File: config.mk
export PLATFORM = sky130hd
export DESIGN_NAME = sample_clk_divider
export DESIGN_NICKNAME = d
export VERILOG_FILES = /design/src/rtl/clkdiv_pkg.sv /design/src/rtl/clkdiv_sync_edge.sv /design/src/rtl/clkdiv_ctrl.sv /design/src/rtl/clkdiv_phase_ctr.sv /design/src/rtl/sample_clk_divider.sv
export SDC_FILE = /design/constraint.sdc
export NUM_CORES = 1
export LEC_CHECK = 0
export ABC_CLOCK_PERIOD_IN_PS = 1400
export BUFFER_PORTS_ARGS = -buffer_cell sky130_fd_sc_hd__buf_4
export CORE_MARGIN = 2
export CORE_UTILIZATION = 51
export CTS_BUF_LIST = sky130_fd_sc_hd__clkbuf_16
export DETAILED_ROUTE_END_ITERATION = 10
export PLACE_DENSITY_LB_ADDON = 0.05
export SYNTH_ARGS = -nofsm -noshare
export SYNTH_HDL_FRONTEND = slang
export SYNTH_SLANG_ARGS = --single-unit
File: constraint.sdc
create_clock -name clk -period 1.4 [get_ports clk]
set_input_delay 0.14 -clock clk [delete_from_list [all_inputs] [get_ports clk]]
set_output_delay 0.14 -clock clk [all_outputs]
set_load 0.01 [all_outputs]
File: src/rtl/clkdiv_pkg.sv
// Shared types for the synchronizable clock divider.
// Assumes the ratio is coded as value minus one in RATIO_W bits.
package clkdiv_pkg;
    localparam int RATIO_W = 3;
    localparam int CTRL_W  = RATIO_W + 3;

    // Control word layout, MSB first: ratio-1, once-only, align enable, user stabilizer.
    typedef struct packed {
        logic [RATIO_W-1:0] ratio_m1;
        logic               first_only;
        logic               sync_en;
        logic               stab_user;
    } div_ctrl_t;
endpackage

File: src/rtl/clkdiv_sync_edge.sv
// Synchronizes an asynchronous alignment input and flags its rising edges.
// Assumes STAGES >= 1; output is a one-cycle pulse per rising edge.
module clkdiv_sync_edge #(
    parameter int STAGES = 2
) (
    input  logic clk,
    input  logic rst_n,
    input  logic async_in,
    output logic rise_o
);
    localparam int PIPE_W = STAGES + 1;

    logic [PIPE_W-1:0] pipe_q;

    // Shift the input through the synchronizer plus one history flop.
    always_ff @(posedge clk) begin
        if (!rst_n) begin
            pipe_q <= '0;
        end else begin
            pipe_q <= {pipe_q[PIPE_W-2:0], async_in};
        end
    end

    // Rising edge: newest synchronized sample high, previous one low.
    assign rise_o = pipe_q[STAGES-1] & ~pipe_q[STAGES];
endmodule

File: src/rtl/clkdiv_ctrl.sv
// Holds the control word, the once-only arming latch and the accept decision.
// Assumes a write and an event in the same cycle leave the latch armed.
module clkdiv_ctrl
    import clkdiv_pkg::*;
(
    input  logic      clk,
    input  logic      rst_n,
    input  logic      wr_en,
    input  div_ctrl_t wr_data,
    input  logic      sync_rise,
    output div_ctrl_t ctrl_o,
    output logic      accept_o,
    output logic      armed_o,
    output logic      stab_en_o
);
    div_ctrl_t ctrl_q;
    logic      armed_q;

    // Control word register.
    always_ff @(posedge clk) begin
        if (!rst_n) begin
            ctrl_q <= '0;
        end else if (wr_en) begin
            ctrl_q <= wr_data;
        end
    end

    // Once-only latch: armed by any write, cleared by an accepted event.
    always_ff @(posedge clk) begin
        if (!rst_n) begin
            armed_q <= 1'b0;
        end else if (wr_en) begin
            armed_q <= 1'b1;
        end else if (accept_o) begin
            armed_q <= 1'b0;
        end
    end

    // Accept decision and stabilizer forcing.
    always_comb begin
        accept_o  = sync_rise & ctrl_q.sync_en & (~ctrl_q.first_only | armed_q);
        stab_en_o = ctrl_q.stab_user | (ctrl_q.ratio_m1 != '0);
    end

    assign ctrl_o  = ctrl_q;
    assign armed_o = armed_q;
endmodule

File: src/rtl/clkdiv_phase_ctr.sv
// Divide counter with a ratio that is loaded only at a wrap or a restart.
// Assumes ratio_m1_i holds the divide ratio minus one.
module clkdiv_phase_ctr #(
    parameter int CNT_W = 3
) (
    input  logic             clk,
    input  logic             rst_n,
    input  logic [CNT_W-1:0] ratio_m1_i,
    input  logic             restart_i,
    output logic             ce_o,
    output logic             dclk_o,
    output logic             hit_o,
    output logic [CNT_W-1:0] ratio_act_o
);
    localparam int HW = CNT_W + 1;

    logic [CNT_W-1:0] cnt_q;
    logic [CNT_W-1:0] act_q;
    logic             hit_q;
    logic             wrap;
    logic [HW-1:0]    hi_len;

    assign wrap = (cnt_q == act_q);

    // Count the phase; reload the active ratio at a wrap or a restart.
    always_ff @(posedge clk) begin
        if (!rst_n) begin
            cnt_q <= '0;
            act_q <= '0;
        end else if (restart_i || wrap) begin
            cnt_q <= '0;
            act_q <= ratio_m1_i;
        end else begin
            cnt_q <= cnt_q + 1'b1;
        end
    end

    // Register the restart so the pulse lines up with phase zero.
    always_ff @(posedge clk) begin
        if (!rst_n) begin
            hit_q <= 1'b0;
        end else begin
            hit_q <= restart_i;
        end
    end

    // High time is ceil(N/2) with N = act_q + 1.
    always_comb begin
        hi_len = (HW'(act_q) + HW'(2)) >> 1;
        dclk_o = HW'(cnt_q) < hi_len;
        ce_o   = (cnt_q == '0);
    end

    assign hit_o       = hit_q;
    assign ratio_act_o = act_q;
endmodule

File: src/rtl/sample_clk_divider.sv
// Top: integer sample clock divider with alignment input and stabilizer forcing.
// Assumes all logic runs on clk; sync_in may be asynchronous.
module sample_clk_divider #(
    parameter int SYNC_STAGES = 2
) (
    input  logic                         clk,
    input  logic                         rst_n,
    input  logic                         cfg_we,
    input  logic [clkdiv_pkg::CTRL_W-1:0] cfg_wdata,
    input  logic                         sync_in,
    output logic                         div_clk_o,
    output logic                         div_ce_o,
    output logic                         stab_en_o,
    output logic                         sync_hit_o
);
    import clkdiv_pkg::*;

    div_ctrl_t          ctrl_w;
    logic               rise_w;
    logic               accept_w;
    logic               armed_w;
    logic [RATIO_W-1:0] ratio_act_w;

    clkdiv_sync_edge #(.STAGES(SYNC_STAGES)) u_edge (
        .clk      (clk),
        .rst_n    (rst_n),
        .async_in (sync_in),
        .rise_o   (rise_w)
    );

    clkdiv_ctrl u_ctrl (
        .clk       (clk),
        .rst_n     (rst_n),
        .wr_en     (cfg_we),
        .wr_data   (div_ctrl_t'(cfg_wdata)),
        .sync_rise (rise_w),
        .ctrl_o    (ctrl_w),
        .accept_o  (accept_w),
        .armed_o   (armed_w),
        .stab_en_o (stab_en_o)
    );

    clkdiv_phase_ctr #(.CNT_W(RATIO_W)) u_ctr (
        .clk         (clk),
        .rst_n       (rst_n),
        .ratio_m1_i  (ctrl_w.ratio_m1),
        .restart_i   (accept_w),
        .ce_o        (div_ce_o),
        .dclk_o      (div_clk_o),
        .hit_o       (sync_hit_o),
        .ratio_act_o (ratio_act_w)
    );
endmodule

# After elaboration in Yosys (flattened, before gate mapping)
# Index checks and enable logic that the tools add are counted.
# totals
n_memories	0
regBits	17
latch_bits	0
romBits	0
in_bits	10
mem_bits_rw	0
# op_classes
reduce_logical	5
addsub	2
n_mul	0
div_mod_pow	0
muxes	2
n_bitwise	8
shift	0
magnitude_cmp	1
n_eq_ne	1
# op_table
operator	count
$add 3x2->4 const B	1
$add 3x1->3 const B	1
$and 1x1->1	3
$eq 3x3->1	1
$logic_not 3->1	1
$lt 3x3->1	1
$not 1->1	3
$reduce_bool 3->1	1
$mux 1	2
$or 1x1->1	2
$reduce_bool 2->1	1
$reduce_or 2->1	1
$logic_or 1x1->1	1

# Longest topological paths before layout
# Gate-level depths: netlist of the first run.
# depth
depth_word	6
mapped_depth	6
depth_no_buf	6

# By module
# A second synthesis of the first run with hierarchy kept.
# unflattened
hier_cells	84
hier_area_um2	859.6
# modules_own_cells
module	n_inst	cells_per_inst	area_per_inst_um2
clkdiv_phase_ctr	1	51	486.7
clkdiv_ctrl	1	26	280.3
clkdiv_sync_edge	1	7	92.6

# Worst setup path before layout of the first run
# OpenSTA, ideal clock, no wires.
# synth_path
path_type	reg2out
from	register u_ctr.act_q[1] (netlist: u_ctr.ratio_act_o[1])
to	output port div_clk_o
arrival_time_ns	1.228
path_slack_ns	0.032
t_required_ns	1.260
path_buffers	0
path_stages_with_launch	7
cell_sequence	dfxtp_1 > ha_1 > inv_1 > ha_1 > o21ai_0 > nand2b_1 > a21oi_1
# synth_via
elab_chain_cells	2
# synth_rtl
element	line	text
from (decl)	clkdiv_phase_ctr.sv:18	logic [CNT_W-1:0] act_q;
from (signal assigned)	clkdiv_phase_ctr.sv:32	act_q <= ratio_m1_i;
$add 3x2->4	clkdiv_phase_ctr.sv:49	hi_len = (HW'(act_q) + HW'(2)) >> 1;
$lt 3x3->1	clkdiv_phase_ctr.sv:50	dclk_o = HW'(cnt_q) < hi_len;
to (decl)	sample_clk_divider.sv:11	output logic div_clk_o,
# No other way between the ends.

# Worst setup path in the final report of the first run
# layout_path
from	register u_ctr.act_q[2] (netlist: u_ctr.ratio_act_o[2])
to	output port div_clk_o
# The elaborated chain is that of the path after synthesis.

==> impl_metrics.py, run 1 <==
metrics = {
    "finish": {
        "utilization_pct": 73.3,
        "antennaDiodeCount": 0,
        "final_cell_mix": "buf_4 (14), dfxtp_1 (14), mux2i_1 (9), nor2_1 (7), nand2_1 (6)",
        "finalNetCount": 105,
        "design_area_um2": 966,
        "fill_cells": 93,
        "drive_above_1_share_pct": 30.3,
        "area_growth_pct": 33.3,
    },
    "sta": {
        "rsz0062_at_grt": "yes",
        "skew_ns": 0.00138,
        "hold_viol": 0,
        "fin_crit_sh_pct": 114,
        "slew_viol_final": 0,
        "layout_setup_ws_ns": -0.200,
        "hold-worst-slack_ns": 0.103,
        "setup_viol": 1,
        "fin_crit_ns": 1.60,
        "max_slew_margin_pct": 74.4,
        "tightest_slew_ns": 0.382,
        "clock.fmax_mhz": 625,
    },
    "clock_tree": {
        "numClockSinks": 17,
        "cts_tree": "done",
        "cts_buffer_depth": 2,
        "clock_latency_ns": 0.24,
        "clockRootBuffer": "clkbuf_16",
        "htree_levels": 1,
        "cts_buffers": 3,
        "cts.clk_slew.worst_paths_ns": 0.05,
        "cts_setup_buffers": 0,
        "ctsHoldBuffers": 0,
    },
    "critical_path": {
        "cp_top_family": "adder cells",
        "slowest_stage": "dfxtp_2",
        "arrival_ns": 1.46,
        "path_class": "flop to output port",
        "required_ns": 1.26,
        "cp-start-kind": "flop",
        "slowest_delay_ns": 0.33,
        "r2r_start": "u_ctr.ratio_act_o[2]",
        "r2r_setup_slack_ns": 0.04,
        "worst-path-buf-inv": 2,
        "worstRegToRegCells": 4,
        "r2r-end": "u_ctr.cnt_q[1]",
        "crit_path_max_fanout": 2,
        "end_kind": "output port",
        "path_cells": "ha_4, inv_2, ha_4, o21ai_2, nand2b_1, a21oi_1, buf_4",
        "cpMostUsedCell": "ha_4",
    },
    "worst_hold_path": {
        "holdPathEnd": "u_edge.pipe_q[0]",
        "holdPathStages": 2,
        "hp-class": "primary input to flop",
        "min_from": "sync_in",
    },
    "grt": {
        "grt.total_usage_pct": 17.7,
        "grt_max_degree": 12,
        "grt_pass1_wl_mm": 2.31,
        "use_met2_pct": 28.7,
        "grt.met3_usage_pct": 3.91,
        "grt_use_met1_pct": 21.4,
        "busiest_layer": "met2",
        "antenna_found_initial": 0,
        "grt_pass1_vias": 537,
        "overflow": 0,
    },
    "drt": {
        "drt_first_pass_iters": 2,
        "routed-via-count": 535,
        "wire_per_inst_um": 12.4,
        "drt_iter0_drc": 4,
        "antenna_left": 0,
        "drc": 0,
        "wl_mm": 1.29,
        "viasPerCell": 5.14,
    },
    "synthesis": {
        "synth_cells": 72,
        "yosysWarnings": 0,
        "synth-seq-cells": 17,
        "netlist_area_um2": 724,
        "synth_cell_types": 22,
        "ys_seq_area_share_pct": 47.0,
        "async_reset_ff_share_pct": 0,
        "ys.flop_type": "dfxtp_1",
        "synth_edf_count": 0,
        "synthesis.nets": 87,
        "syn_avg_cell_area_um2": 10.1,
    },
    "die": {
        "die_x_um": 41.7,
        "start_util_pct": 55.0,
        "dieArea_um2": 1740,
        "rows": 13,
        "dieHeight_um": 41.7,
        "core_um2": 1320,
        "pin_count": 14,
    },
    "power": {
        "powerDensity_nw_per_um2": 1570,
        "power_mw": 1.52,
        "p_leak_nw": 0.441,
        "peakVddDrop_v": 0.000890,
    },
    "job": {
        "maxCapViolCount": 0,
    },
    "placed_design": {
        "hpwl_um": 885,
        "portBuffers": 13,
        "placed_area_um2": 847,
        "routabilityCongestion": 0.666,
        "pre_cts_ws_ns": -0.0222,
    },
    "status": {
        "status": "complete, but fails checks",
        "violations": "negative setup slack",
    },
}
-- logic make-up (layout without fill, tap and decap cells) --
logic type,after synthesis,after routing,synth area share [%]
and+or+nand+nor,25,25,16.9
DFF,17,17,47.0
muxes,9,9,12.4
buffers and inverters,7,24,3.80
adders and majority gates,5,5,8.64
AOI/OAI and AO/OA,5,5,6.39
xor gates and xnor gates,4,4,4.84
-- final cells by class --
class	instances	area (um^2)	area share, %
Multi-Input combinational cell	48	389	40.3
Sequential cell	17	344	35.6
Timing Repair Buffer	15	116	12.0
Inverter	5	18.8	1.94
Tap cell	15	18.8	1.94
Clock inverter	1	3.75	0.389
Clock buffer	3	75.1	7.77
-- worst reg2reg max path, cell delays in order, from the launching register on --
cell	delay, ns
dfxtp_2	0.33
buf_4	0.14
xor2_1	0.17
o32a_4	0.43
and3_1	0.18
-- cell usage after synthesis, types with 2 or more instances --
| master | n | area, um^2 |
|---|---|---|
| a21oi_1 | 2 | 10.0 |
| inv_1 | 4 | 15.0 |
| mux2i_1 | 9 | 90.1 |
| nand2_1 | 6 | 22.5 |
| nor2b_1 | 2 | 12.5 |
| dfxtp_1 | 17 | 340 |
| and2_1 | 3 | 18.8 |
| nor3_1 | 3 | 15.0 |
| xor2_1 | 3 | 26.3 |
| ha_1 | 5 | 62.6 |
| nor2_1 | 7 | 26.3 |
-- metal layers --
layer | share of wire, % | vias to the layer above | wire, um
li1 | - | 273 | -
met1 | 45 | 249 | 578
met2 | 50 | 11 | 644
met3 | 4.4 | 2 | 57
met4 | 1.0 | 0 | 13
met5 | 0 | - | 0
-- how the worst max path moves through the flow --
stage / to / start / cells past startpoint / slack (ns)
floorplan: div_clk_o / u_ctr.ratio_act_o[1] / 6 / 0.03
global placement: div_clk_o / u_ctr.ratio_act_o[1] / 7 / 0.02
detailed placement: div_clk_o / u_ctr.ratio_act_o[1] / 7 / -0.02
CTS: div_clk_o / u_ctr.ratio_act_o[1] / 7 / -0.21
global route: div_clk_o / u_ctr.ratio_act_o[1] / 7 / -0.25
finish: div_clk_o / u_ctr.ratio_act_o[2] / 7 / -0.20
-- per-stage QoR --
step	TNS [ns]	instances
finish	-0.200	104
global route	-0.281	104
CTS	-0.206	104
detailed placement	-0.0222	100
global placement	0	100
floorplan	0	72
-- where the power goes --
group,switching (mW),total (mW),internal [mW]
clock network,0.174,0.553,0.379
registers,0.0401,0.570,0.530
logic,0.174,0.394,0.219
-- repair_timing --
| item | in CTS | in global routing |
|---|---|---|
| endpoints found under the setup margin | 1 | 4 |
| pin swaps | 3 | 5 |
| cloned | 0 | 0 |
| gates resized for setup | 7 | 3 |
-- state kept, by name, summed over array words and instances (netlist names) --
| signal | cells |
|---|---|
| u_ctr.hit_o | 1 |
| u_ctr.ratio_act_o | 3 |
| u_ctrl.ctrl_o | 6 |
| u_ctr.cnt_q | 3 |
| u_ctrl.armed_o | 1 |
| u_edge.pipe_q | 3 |
No activity file was read; power rests on OpenSTA's default activity.
==> run 2, diff against run 1 <==
--- a/config.mk
+++ b/config.mk
@@ -8,8 +8,9 @@
 export ABC_CLOCK_PERIOD_IN_PS = 1400
 export BUFFER_PORTS_ARGS = -buffer_cell sky130_fd_sc_hd__buf_4
-export CORE_MARGIN = 2
+export CORE_MARGIN = 5
 export CORE_UTILIZATION = 51
 export CTS_BUF_LIST = sky130_fd_sc_hd__clkbuf_16
 export DETAILED_ROUTE_END_ITERATION = 10
+export GPL_TIMING_DRIVEN = 0
 export PLACE_DENSITY_LB_ADDON = 0.05
 export SYNTH_ARGS = -nofsm -noshare
==> constraint.sdc (replaced) <==
create_clock -name clk -period 1.4 [get_ports clk]
set_input_delay 0.14 -clock clk [delete_from_list [all_inputs] [get_ports clk]]
set_output_delay 0.14 -clock clk [all_outputs]
set_load 0.1 [all_outputs]
==> impl_metrics.py, run 2 (synthesized netlist as in run 1, its figures left out) <==
metrics = {
    "sta": {
        "fin_crit_sh_pct": 129,
        "hold-worst-slack_ns": 0.0971,
        "layout_setup_ws_ns": -0.409,
        "slew_viol_final": 0,
        "rsz0062_at_grt": "yes",
        "hold_viol": 0,
        "fin_crit_ns": 1.81,
        "max_slew_margin_pct": 76.0,
        "tightest_slew_ns": 0.358,
        "setup_viol": 3,
        "skew_ns": 0.00316,
        "clock.fmax_mhz": 553,
    },
    "drt": {
        "drt_iter0_drc": 3,
        "drt_first_pass_iters": 4,
        "routed-via-count": 533,
        "wl_mm": 1.39,
        "drc": 0,
        "antenna_left": 0,
        "wire_per_inst_um": 13.2,
        "viasPerCell": 5.08,
    },
    "die": {
        "pin_count": 14,
        "rows": 13,
        "dieArea_um2": 2270,
        "core_um2": 1320,
        "dieHeight_um": 47.7,
        "die_x_um": 47.7,
        "start_util_pct": 55.0,
    },
    "critical_path": {
        "required_ns": 1.26,
        "r2r-end": "u_ctr.cnt_q[1]",
        "arrival_ns": 1.67,
        "r2r_start": "u_ctr.ratio_act_o[2]",
        "path_class": "flop to output port",
        "cp-start-kind": "flop",
        "r2r_setup_slack_ns": 0.02,
        "crit_path_max_fanout": 3,
        "worstRegToRegCells": 4,
        "end_kind": "output port",
    },
    "finish": {
        "utilization_pct": 77.7,
        "finalNetCount": 106,
        "multi_input_area_um2": 413,
        "antennaDiodeCount": 0,
        "largest_reg_flops": 6,
        "area_growth_pct": 41.3,
        "drive_above_1_share_pct": 36.7,
        "regArea_um2": 352,
        "fill_cells": 90,
        "finalNonFillerCells": 105,
        "final_cell_mix": "buf_4 (12), dfxtp_1 (12), mux2i_1 (9), nor2_1 (7), nand2_1 (6)",
    },
    "power": {
        "power.share.clock_pct": 30.7,
        "p_leak_nw": 0.461,
        "switching_share_pct": 35.0,
        "intPower_mw": 1.21,
        "powerDensity_nw_per_um2": 1820,
        "p_seq_share_pct": 30.8,
        "pwr-share-comb_pct": 38.5,
        "p_sw_uw": 654,
        "peakVddDrop_v": 0.00106,
    },
    "grt": {
        "antenna_found_initial": 0,
        "grt_pass1_vias": 507,
        "overflow": 0,
        "grt_pass1_wl_mm": 2.15,
        "grt_max_degree": 11,
        "grt.total_usage_pct": 14.4,
    },
    "clock_tree": {
        "clockRootBuffer": "clkbuf_16",
        "cts_buffers": 3,
        "clock_latency_ns": 0.25,
        "cts_buffer_depth": 2,
        "ctsHoldBuffers": 0,
        "cts.clk_slew.worst_paths_ns": 0.05,
        "numClockSinks": 17,
        "htree_levels": 1,
        "cts_tree": "done",
    },
    "placed_design": {
        "hpwl_um": 918,
        "pre_cts_ws_ns": -0.216,
        "portBuffers": 12,
        "dp_cells": 99,
        "routabilityCongestion": 0.786,
    },
    "worst_hold_path": {
        "min_from": "sync_in",
        "holdPathEnd": "u_edge.pipe_q[0]",
        "hp-class": "primary input to flop",
        "holdPathStages": 2,
    },
    "job": {
        "maxCapViolCount": 0,
    },
    "status": {
        "violations": "negative setup slack",
        "status": "complete, but fails checks",
    },
}
## run 2: layout make-up
type                            count  area share [%]
Tap cell                           15            1.83
Multi-Input combinational cell     48            40.3
Timing Repair Buffer               14            12.7
Clock inverter                      1           0.489
Sequential cell                    17            34.4
Clock buffer                        3            7.33
Buffer                              2           0.856
Inverter                            5            2.08
## run 2: critical path, cell delays in order, from the launching register on
cell and delay (ns):
dfxtp_4 0.35, ha_4 0.27, inv_4 0.03, ha_4 0.23, o21ai_2 0.06, nand2b_1 0.11
a21oi_4 0.17, buf_12 0.18
## run 2: how the worst max path moves through the flow
stage | from | endpoint | cells past startpoint
floorplan | u_ctr.ratio_act_o[1] | div_clk_o | 6
global placement | u_ctr.ratio_act_o[1] | div_clk_o | 7
detailed placement | u_ctr.ratio_act_o[1] | div_clk_o | 7
CTS | u_ctr.ratio_act_o[1] | div_clk_o | 7
global route | u_ctr.ratio_act_o[2] | div_clk_o | 7
finish | u_ctr.ratio_act_o[2] | div_clk_o | 7
## run 2: through the flow
step                      area [um^2]  setup TNS [ns]  power, mW
after floorplan                   758          -0.331       1.06
after global placement            867          -0.202       1.17
after detailed placement          867          -0.216       1.18
after CTS                         977          -0.437       1.82
after global routing             1020          -0.558       1.94
final                            1020          -0.453       1.87
## run 2: power by group through the flow
stage	logic, mW	clock network [mW]	registers [mW]
after floorplan	0.494	0	0.570
after global placement	0.589	0	0.579
after detailed placement	0.599	0	0.581
after CTS	0.665	0.582	0.575
after global routing	0.754	0.606	0.580
final	0.718	0.573	0.575
## run 2: repair_timing
| item | 4_1_cts | 5_1_grt |
|---|---|---|
| setup buffers | 0 | 2 |
| gates resized for setup | 8 | 9 |
| pin swaps | 1 | 3 |
| setup endpoints to repair | 3 | 3 |
| hold endpoints to repair | 0 | 0 |
## run 2: metal layers
layer	up-vias	GRT usage, %	routed length, um
li1	275	-	-
met1	237	15.4	640
met2	15	23.2	636
met3	6	5.64	77
met4	0	9.68	34
met5	-	0	0
